[src/rtl/oe_timing_pkg.sv]
package oe_timing_pkg;
   typedef enum logic [1:0] {
      IW_IDLE = 2'd0,
      IW_OPEN = 2'd1,
      IW_GAP  = 2'd2
   } iw_state_t;
endpackage

[src/rtl/oe_half_div.sv]
module oe_half_div #(
   parameter int DIV_W   = 9,
   parameter int DIV_RST = 10
) (
   input  logic             clk,
   input  logic             rst_n,
   input  logic             run_en,
   input  logic [DIV_W-1:0] div_value,
   input  logic             div_load,
   output logic             tick,
   output logic             lvl,
   output logic             period_end
);
   localparam logic [DIV_W-1:0] ONE   = DIV_W'(1);
   localparam logic [DIV_W-1:0] RSTV  = DIV_W'(DIV_RST);

   logic [DIV_W-1:0] cnt_q;
   logic [DIV_W-1:0] div_act_q;
   logic [DIV_W-1:0] div_pend_q;
   logic             pend_vld_q;
   logic             lvl_q;

   assign tick       = run_en && (cnt_q == (div_act_q - ONE));
   assign lvl        = lvl_q;
   assign period_end = tick && lvl_q;

   always_ff @(posedge clk or negedge rst_n) begin
      if (!rst_n) begin
         cnt_q      <= '0;
         lvl_q      <= 1'b0;
         div_act_q  <= RSTV;
         div_pend_q <= RSTV;
         pend_vld_q <= 1'b0;
      end else begin
         if (!run_en) begin
            cnt_q <= '0;
            lvl_q <= 1'b0;
            if (pend_vld_q) begin
               div_act_q  <= div_pend_q;
               pend_vld_q <= 1'b0;
            end
         end else if (tick) begin
            cnt_q <= '0;
            lvl_q <= ~lvl_q;
            if (lvl_q && pend_vld_q) begin
               div_act_q  <= div_pend_q;
               pend_vld_q <= 1'b0;
            end
         end else begin
            cnt_q <= cnt_q + ONE;
         end
         if (div_load && (div_value != '0)) begin
            div_pend_q <= div_value;
            pend_vld_q <= 1'b1;
         end
      end
   end
endmodule

[src/rtl/oe_pixel_strobe.sv]
module oe_pixel_strobe #(
   parameter int RATIO = 8
) (
   input  logic clk,
   input  logic rst_n,
   input  logic run_en,
   input  logic period_end,
   output logic pix_stb
);
   localparam int              PW   = (RATIO > 1) ? $clog2(RATIO) : 1;
   localparam logic [PW-1:0]   LAST = PW'(RATIO - 1);
   localparam logic [PW-1:0]   INC  = PW'(1);

   logic [PW-1:0] pc_q;

   assign pix_stb = period_end && (pc_q == LAST);

   generate
      if ((RATIO & (RATIO - 1)) == 0) begin : g_pow2
         always_ff @(posedge clk or negedge rst_n) begin
            if (!rst_n)          pc_q <= '0;
            else if (!run_en)    pc_q <= '0;
            else if (period_end) pc_q <= pc_q + INC;
         end
      end else begin : g_mod
         always_ff @(posedge clk or negedge rst_n) begin
            if (!rst_n)          pc_q <= '0;
            else if (!run_en)    pc_q <= '0;
            else if (period_end) pc_q <= (pc_q == LAST) ? '0 : pc_q + INC;
         end
      end
   endgenerate
endmodule

[src/rtl/oe_integ_window.sv]
module oe_integ_window
   import oe_timing_pkg::*;
#(
   parameter int INT_W       = 32,
   parameter int GAP_PERIODS = 1
) (
   input  logic             clk,
   input  logic             rst_n,
   input  logic             run_en,
   input  logic             period_end,
   input  logic [INT_W-1:0] int_time,
   output logic             integ_active
);
   localparam int               GW    = $clog2(GAP_PERIODS + 1);
   localparam logic [GW-1:0]    GLAST = GW'(GAP_PERIODS - 1);
   localparam logic [GW-1:0]    GINC  = GW'(1);
   localparam logic [INT_W-1:0] IONE  = INT_W'(1);

   iw_state_t        state_q;
   logic [INT_W-1:0] ic_q;
   logic [INT_W-1:0] tgt_q;
   logic [GW-1:0]    gc_q;
   logic [INT_W-1:0] tgt_new;

   assign tgt_new      = (int_time == '0) ? IONE : int_time;
   assign integ_active = run_en && (state_q != IW_GAP);

   always_ff @(posedge clk or negedge rst_n) begin
      if (!rst_n) begin
         state_q <= IW_IDLE;
         ic_q    <= '0;
         tgt_q   <= IONE;
         gc_q    <= '0;
      end else if (!run_en) begin
         state_q <= IW_IDLE;
         ic_q    <= '0;
         gc_q    <= '0;
         tgt_q   <= tgt_new;
      end else begin
         unique case (state_q)
            IW_IDLE: begin
               state_q <= IW_OPEN;
               ic_q    <= '0;
               tgt_q   <= tgt_new;
            end
            IW_OPEN: begin
               if (period_end) begin
                  if (ic_q == (tgt_q - IONE)) begin
                     state_q <= IW_GAP;
                     gc_q    <= '0;
                  end else begin
                     ic_q <= ic_q + IONE;
                  end
               end
            end
            IW_GAP: begin
               if (period_end) begin
                  if (gc_q == GLAST) begin
                     state_q <= IW_OPEN;
                     ic_q    <= '0;
                     tgt_q   <= tgt_new;
                  end else begin
                     gc_q <= gc_q + GINC;
                  end
               end
            end
            default: state_q <= IW_IDLE;
         endcase
      end
   end
endmodule

[src/rtl/oe_timing_gen.sv]
module oe_timing_gen #(
   parameter int DIV_W       = 9,
   parameter int DIV_RST     = 10,
   parameter int INT_W       = 32,
   parameter int PIX_RATIO   = 8,
   parameter int GAP_PERIODS = 1
) (
   input  logic             clk,
   input  logic             rst_n,
   input  logic             run_en,
   input  logic [DIV_W-1:0] div_value,
   input  logic             div_load,
   input  logic [INT_W-1:0] int_time,
   input  logic             par_style,
   input  logic             hi_speed,
   input  logic             gain_in,
   output logic             oe_clk_en,
   output logic             oe_clk_lvl,
   output logic             pix_stb,
   output logic             integ_active,
   output logic             speed_hi,
   output logic             gain_hi
);
   generate
      if (DIV_W < 1 || DIV_W > 16) begin : g_bad_divw
         $error("oe_timing_gen: DIV_W out of range");
      end
      if (DIV_RST < 1 || DIV_RST >= (1 << DIV_W)) begin : g_bad_divrst
         $error("oe_timing_gen: DIV_RST must be a nonzero DIV_W value");
      end
      if (INT_W < 1) begin : g_bad_intw
         $error("oe_timing_gen: INT_W must be positive");
      end
      if (PIX_RATIO < 2) begin : g_bad_ratio
         $error("oe_timing_gen: PIX_RATIO must be at least 2");
      end
      if (GAP_PERIODS < 1) begin : g_bad_gap
         $error("oe_timing_gen: GAP_PERIODS must be at least 1");
      end
   endgenerate

   logic period_end;

   oe_half_div #(
      .DIV_W   (DIV_W),
      .DIV_RST (DIV_RST)
   ) div_i (
      .clk        (clk),
      .rst_n      (rst_n),
      .run_en     (run_en),
      .div_value  (div_value),
      .div_load   (div_load),
      .tick       (oe_clk_en),
      .lvl        (oe_clk_lvl),
      .period_end (period_end)
   );

   oe_pixel_strobe #(
      .RATIO (PIX_RATIO)
   ) pix_i (
      .clk        (clk),
      .rst_n      (rst_n),
      .run_en     (run_en),
      .period_end (period_end),
      .pix_stb    (pix_stb)
   );

   oe_integ_window #(
      .INT_W       (INT_W),
      .GAP_PERIODS (GAP_PERIODS)
   ) win_i (
      .clk          (clk),
      .rst_n        (rst_n),
      .run_en       (run_en),
      .period_end   (period_end),
      .int_time     (int_time),
      .integ_active (integ_active)
   );

   assign speed_hi = hi_speed & ~par_style;
   assign gain_hi  = gain_in;
endmodule

[config.mk]
export PLATFORM = sky130hd
export DESIGN_NAME = oe_timing_gen
export DESIGN_NICKNAME = d
export VERILOG_FILES = /design/src/rtl/oe_timing_pkg.sv /design/src/rtl/oe_half_div.sv /design/src/rtl/oe_pixel_strobe.sv /design/src/rtl/oe_integ_window.sv /design/src/rtl/oe_timing_gen.sv
export SDC_FILE = /design/constraint.sdc
export NUM_CORES = 1
export LEC_CHECK = 0
export ABC_AREA = 1
export CAP_MARGIN = 20
export CORE_ASPECT_RATIO = 0.8
export CORE_MARGIN = 8
export CORE_UTILIZATION = 50
export DETAILED_ROUTE_END_ITERATION = 16
export PLACE_DENSITY = 0.69
export SYNTH_ARGS = -nofsm -noshare
export SYNTH_HDL_FRONTEND = slang
export SYNTH_SLANG_ARGS = --single-unit
export TNS_END_PERCENT = 100
[constraint.sdc]
create_clock -name clk -period 2.24 [get_ports clk]
set_clock_uncertainty 0.15 [all_clocks]
set_input_delay 0.336 -clock clk [delete_from_list [all_inputs] [get_ports clk]]
set_output_delay 0.336 -clock clk [all_outputs]
set_load 0.02 [all_outputs]
**After elaboration in Yosys (flattened, before gate mapping)**

Cells that the tools add are included.
Widths: inputs -> output; s select.

- Bits in registers: 99
- Bits of input ports: 48
- Output and inout bits: 6
- Word-level logic and storage cells: 91

- $add $sub $neg: 6
- Equal/unequal tests: 19
- Mux-type cells: 37
- Bitwise operators: 3
- Reduce and logical (&&, ||, !) cells: 16

Operators with widths:

| kind | count |
|---|---|
| $mux 32 | 9 |
| $pmux 32 s3 | 1 |
| $pmux 32 s2 | 1 |
| $mux 9 | 6 |
| $add 32x1->32 const B | 1 |
| $eq 32x32->1 | 1 |
| $logic_not 32->1 | 1 |
| $sub 32x1->32 const B | 1 |
| $ne 3x1->1 const B | 4 |
| $ne 3x3->1 const B | 4 |
| $mux 1 | 11 |
| $mux 2 | 5 |
| $add 9x1->9 const B | 1 |
| $eq 9x9->1 | 1 |
| $reduce_bool 9->1 | 1 |
| $sub 9x1->9 const B | 1 |
| $reduce_and 4->1 | 2 |
| $logic_and 1x1->1 | 6 |
| $mux 3 | 2 |
| $ne 2x1->1 const B | 3 |
| $pmux 2 s3 | 1 |
| $reduce_and 3->1 | 2 |
| $reduce_and 5->1 | 1 |
| $ne 4x1->1 const B | 1 |
| 13 further kinds | 14 |

**Longest topological paths before layout**

- Depth in word-level cells: 7
- Depth in mapped cells: 17

**Cells and area by module**

From an unflattened synthesis, not the netlist that was laid out.

- Cells, all modules: 1015
- Area total of the unflattened synthesis: 6936.7 sq um

By module, submodules not included:

| module | times used | cells each | area an instance (sq um) | sequential area each (sq um) |
|---|---|---|---|---|
| oe_integ_window | 1 | 799 | 5156.2 | 1652.8 |
| oe_half_div | 1 | 195 | 1609.0 | 730.7 |
| oe_pixel_strobe | 1 | 18 | 153.9 | 75.1 |
| oe_timing_gen | 1 | 3 | 17.5 | 0.0 |

**Worst setup path before layout**

OpenSTA, ideal clock, no wires.

- Path type: reg2out
- From: register div_i.div_act_q[1]
- To: output port pix_stb
- Data arrival time: 2.122 ns
- Path slack: -0.368 ns
- Stages on the path, launching flop included: 11
- Path through: dfstp_2 > inv_1 > ha_1 > or2_1 > nand2_1 > nand2_1 > nand2_1 > nand4_1 > nor2_1 > nand3_2 > nor3b_1

- Word-level cells in the longest chain between the ends: 5

RTL lines:

| item | RTL line | source |
|---|---|---|
| from (decl) | oe_half_div.sv:18 | `logic [DIV_W-1:0] div_act_q;` |
| from (signal assigned) | oe_half_div.sv:39 | `div_act_q <= div_pend_q;` |
| from (signal assigned) | oe_half_div.sv:46 | `div_act_q <= div_pend_q;` |
| $sub 9x1->9 | oe_half_div.sv:23 | `assign tick = run_en && (cnt_q == (div_act_q - ONE));` |
| $eq 9x9->1 | oe_half_div.sv:23 |  |
| $logic_and 1x1->1 | oe_half_div.sv:23 |  |
| $logic_and 1x1->1 | oe_half_div.sv:25 | `assign period_end = tick && lvl_q;` |
| $logic_and 1x1->1 | oe_pixel_strobe.sv:16 | `assign pix_stb = period_end && (pc_q == LAST);` |
| to (decl) | oe_timing_gen.sv:19 | `output logic pix_stb,` |

Every way passes these cells.

**Worst setup path in the final report**

Same ends and word-level chain as after synthesis.

==> flow_summary.toml <==
[setup_path]
cpMaxStageDelayCell = "dfstp_2"
r2r_slack_ps = -330
startpoint_type = "flip-flop"
crit_fanout = 3
worst-r2r-cell-count = 17
r2r_start = "div_i.div_act_q[1]"
cpMostUsedCell = "nand2_1"
crit_type = "flip-flop to primary output"
cp.arrival_ps = 2180
crit_chain = "inv_2 > ha_4 > or2_1 > nand2_1 > nand2_1 > nand2_1 > nand4_1 > nor2_4 > nand3_4 > nor3b_4 > buf_6"
end_kind = "primary output"
required_ps = 1750
r2r-end = "win_i.ic_q[0]"
max_stage_delay_ps = 550

[run_status]
status = "finished with violations"
violations = "negative setup slack"

[synthesis]
ys_seq_area_share_pct = 35.22
syn-cell-area_um2 = 6982
synth-seq-cells = 98
synth.distinct_cells = 39
synth_nets = 1096
syn_inst = 1038
syn_area_per_cell_um2 = 6.726
yosysWarnings = 0

[cells_and_area]
finish.instance_area_um2 = 9244
antenna_cells = 0
multi_input_area_um2 = 4158
final_nets = 1265
final_common_cell = "nand2_1"
drive_gt1_share_pct = 18.83
fin_cells = 1391
seq_area_um2 = 2459
nFillCells = 1209
layout_common_cells = "nand2_1, buf_4, nor2_1"
synthToLayoutAreaGrowth_pct = 32.40

[power_and_ir_drop]
peakVddDrop_mv = 0.5655
total_power_mw = 8.364
switching_share_pct = 39.90
p_int_mw = 5.027
pwr-share-seq_pct = 30.2
p_leak_nw = 4.472
powerDensity_nw_per_um2 = 904.8
p_clk_share_pct = 20.2
combPwrFrac_pct = 49.6
switchingPower_mw = 3.337

[clock_network]
numCtsBuffers = 9
cts_root_buffer = "clkbuf_16"
clk_latency_ps = 350
clock_sinks = 98
cts_tree = "built"
h-tree-depth = 3
cts.path.max_buffers = 2
clkTransAtPathRegs_ps = 70

[timing]
relSlewSlack_pct = 63.00
maxSlewViolCount = 0
worstMarginPinSlew_ps = 555.1
rsz0062_at_grt = "yes"
setup_tns_ps = -21470
fmax_ghz = 0.3749
period_minus_slack_ps = 2667
setup_viol = 89
finalWorstSetupSlack_ps = -427.1
fin_crit_sh_pct = 119.1
hold_violations = 0

[detailed_routing]
wirelength_um = 20710
ant_nets = 0
drc = 0
wl_per_cell_um = 14.89
num_vias = 7247
drt-pass1-iter-count = 5
vias_per_cell = 5.210
drtIter0Drc = 740

[die]
die_w_um = 148.1
core-area_um2 = 13600
start_util_pct = 51.34
rows = 38
dieArea_um2 = 18020
die_h_um = 121.7
io_pins = 54

[global_routing]
met3_usage_pct = 4.522
grt_pass1_wl_um = 33710
grt_max_degree = 46
use_met2_pct = 32.94
grt_pass1_vias = 6524
grt_usage_pct = 23.43
busiest_layer = "met1"
antenna_found_initial = 0
use_met1_pct = 36.07
gr-total-overflow = 0

[hold_path]
min_from = "win_i.tgt_q[31]"
hold_path_depth = 2
hold_path_end = "win_i.tgt_q[31]"
hold_class = "flip-flop to flip-flop"

[job]
drv_cap = 0

[placed_design]
pre_cts_ws_ps = -541.3
dp.cells = 1366
portBuffers = 51
hpwl_um = 15710
place.gp.congestion = 0.9436
placed_cell_area_um2 = 8646
## Yosys cell counts
library cell  count  area [um^2]
nand2_1         341         1280
nor2_1          126        473.0
nand3_1         110        550.5
dfrtp_1          93         2327
inv_1            87        326.6
nor3_1           45        225.2
xor2_1           42        367.9
xnor2_1          24        210.2
clkbuf_1         23        86.33
nor4_1           22        137.6
nand4_1          18        112.6
a21oi_1          13        65.06
buf_2            11        55.05
ha_1             10        125.1
o21ai_0           9        45.04
nand3b_1          8        60.06
nor2_2            8        50.05
dfstp_2           5        131.4
mux2_2            5        56.30
buf_6             4        45.04
inv_2             4        15.01
o21ai_1           4        20.02
nand3_2           3        30.03
nor2_4            3        33.78
o21bai_1          3        22.52
and2_1            2        12.51
buf_1             2        7.510
or2_2             2        12.51
and3_1            1        6.260
buf_4             1        7.510
clkinv_1          1        3.750
nand2_2           1        6.260
nand2_4           1        11.26
nand4_2           1        12.51
nor3b_1           1        7.510
o21a_1            1        7.510
or2_1             1        6.260
or3_1             1        6.260
xnor3_1           1        22.52
## state kept, by name, indices dropped and copies added (netlist names)
register          flops
win_i.ic_q           32
div_i.div_act_q       9
win_i.tgt_q          32
win_i.state_q         2
div_i.lvl             1
pix_i.pc_q            3
div_i.pend_vld_q      1
div_i.cnt_q           9
div_i.div_pend_q      9
## critical path, delay by kind of cell, from the launching register on
| family | cells | cell delay (ps) |
|---|---|---|
| buffers and inverters | 2 | 190 |
| adder cells (fa/ha/maj) | 1 | 160 |
| flip-flops | 1 | 550 |
| AND/OR/NAND/NOR | 8 | 940 |
## worst max-delay path by stage
| stage | startpoint | endpoint | slack [ps] | cells past startpoint |
|---|---|---|---|---|
| 3_5_place_dp | div_i.div_act_q[1] | pix_stb | -540 | 11 |
| 2_1_floorplan | div_i.div_act_q[1] | win_i.ic_q[5] | -80 | 16 |
| 5_1_grt | div_i.div_act_q[1] | pix_stb | -540 | 11 |
| 3_3_place_gp | div_i.div_act_q[1] | pix_stb | -520 | 11 |
| 4_1_cts | div_i.div_act_q[1] | pix_stb | -430 | 11 |
| 6_report | div_i.div_act_q[1] | pix_stb | -430 | 11 |
## logic make-up (layout without fill, tap and decap cells)
group | count (synthesis) | count (layout) | synth area share [%]
simple gates | 695 | 696 | 43.46
buf+inv | 133 | 305 | 7.831
flops | 98 | 98 | 35.22
xor+xnor | 67 | 67 | 8.602
compound gates | 30 | 30 | 2.294
fa+ha+maj | 10 | 10 | 1.792
mux | 5 | 5 | 0.8064
## stage by stage
stage,utilization (%),hold WS [ps]
finish,67.98,345.5
global route,67.98,381.6
CTS,66.98,344.9
detailed placement,63.58,202.0
global placement,63.58,201.7
floorplan,-,-109.6
## area by class of cell
type | count | area share (%)
inverter | 92 | 3.736
multi-input combinational | 808 | 44.98
tap | 180 | 2.436
clock buffer | 11 | 2.626
clock inverter | 4 | 0.8257
sequential | 98 | 26.60
timing repair buffer | 198 | 18.80
## power groups by stage
stage | clock network, mW | registers (mW) | logic [mW]
6_report | 1.69 | 2.52 | 4.15
5_1_grt | 1.80 | 2.58 | 4.58
4_1_cts | 1.73 | 2.51 | 3.99
3_5_place_dp | 0 | 2.53 | 3.81
3_3_place_gp | 0 | 2.53 | 3.75
2_1_floorplan | 0 | 2.48 | 2.25
## metal layers
metal  part of all wire [%]  vias to the layer above
met3                    6.3                       10
met2                     42                      188
met4                   0.75                        0
li1                       -                     3658
met1                     51                     3391
met5                      0                        -
## what timing repair did
action                                 4_1_cts  5_1_grt
hold buffers                                 1        0
endpoints found under the hold margin       33        0
cloned                                       2        1
setup endpoints to repair                   83       91
buffers inserted                             3        3
pin swaps                                    6        1
gates resized for setup                     34       29
Power figures use the tool's default switching activity.
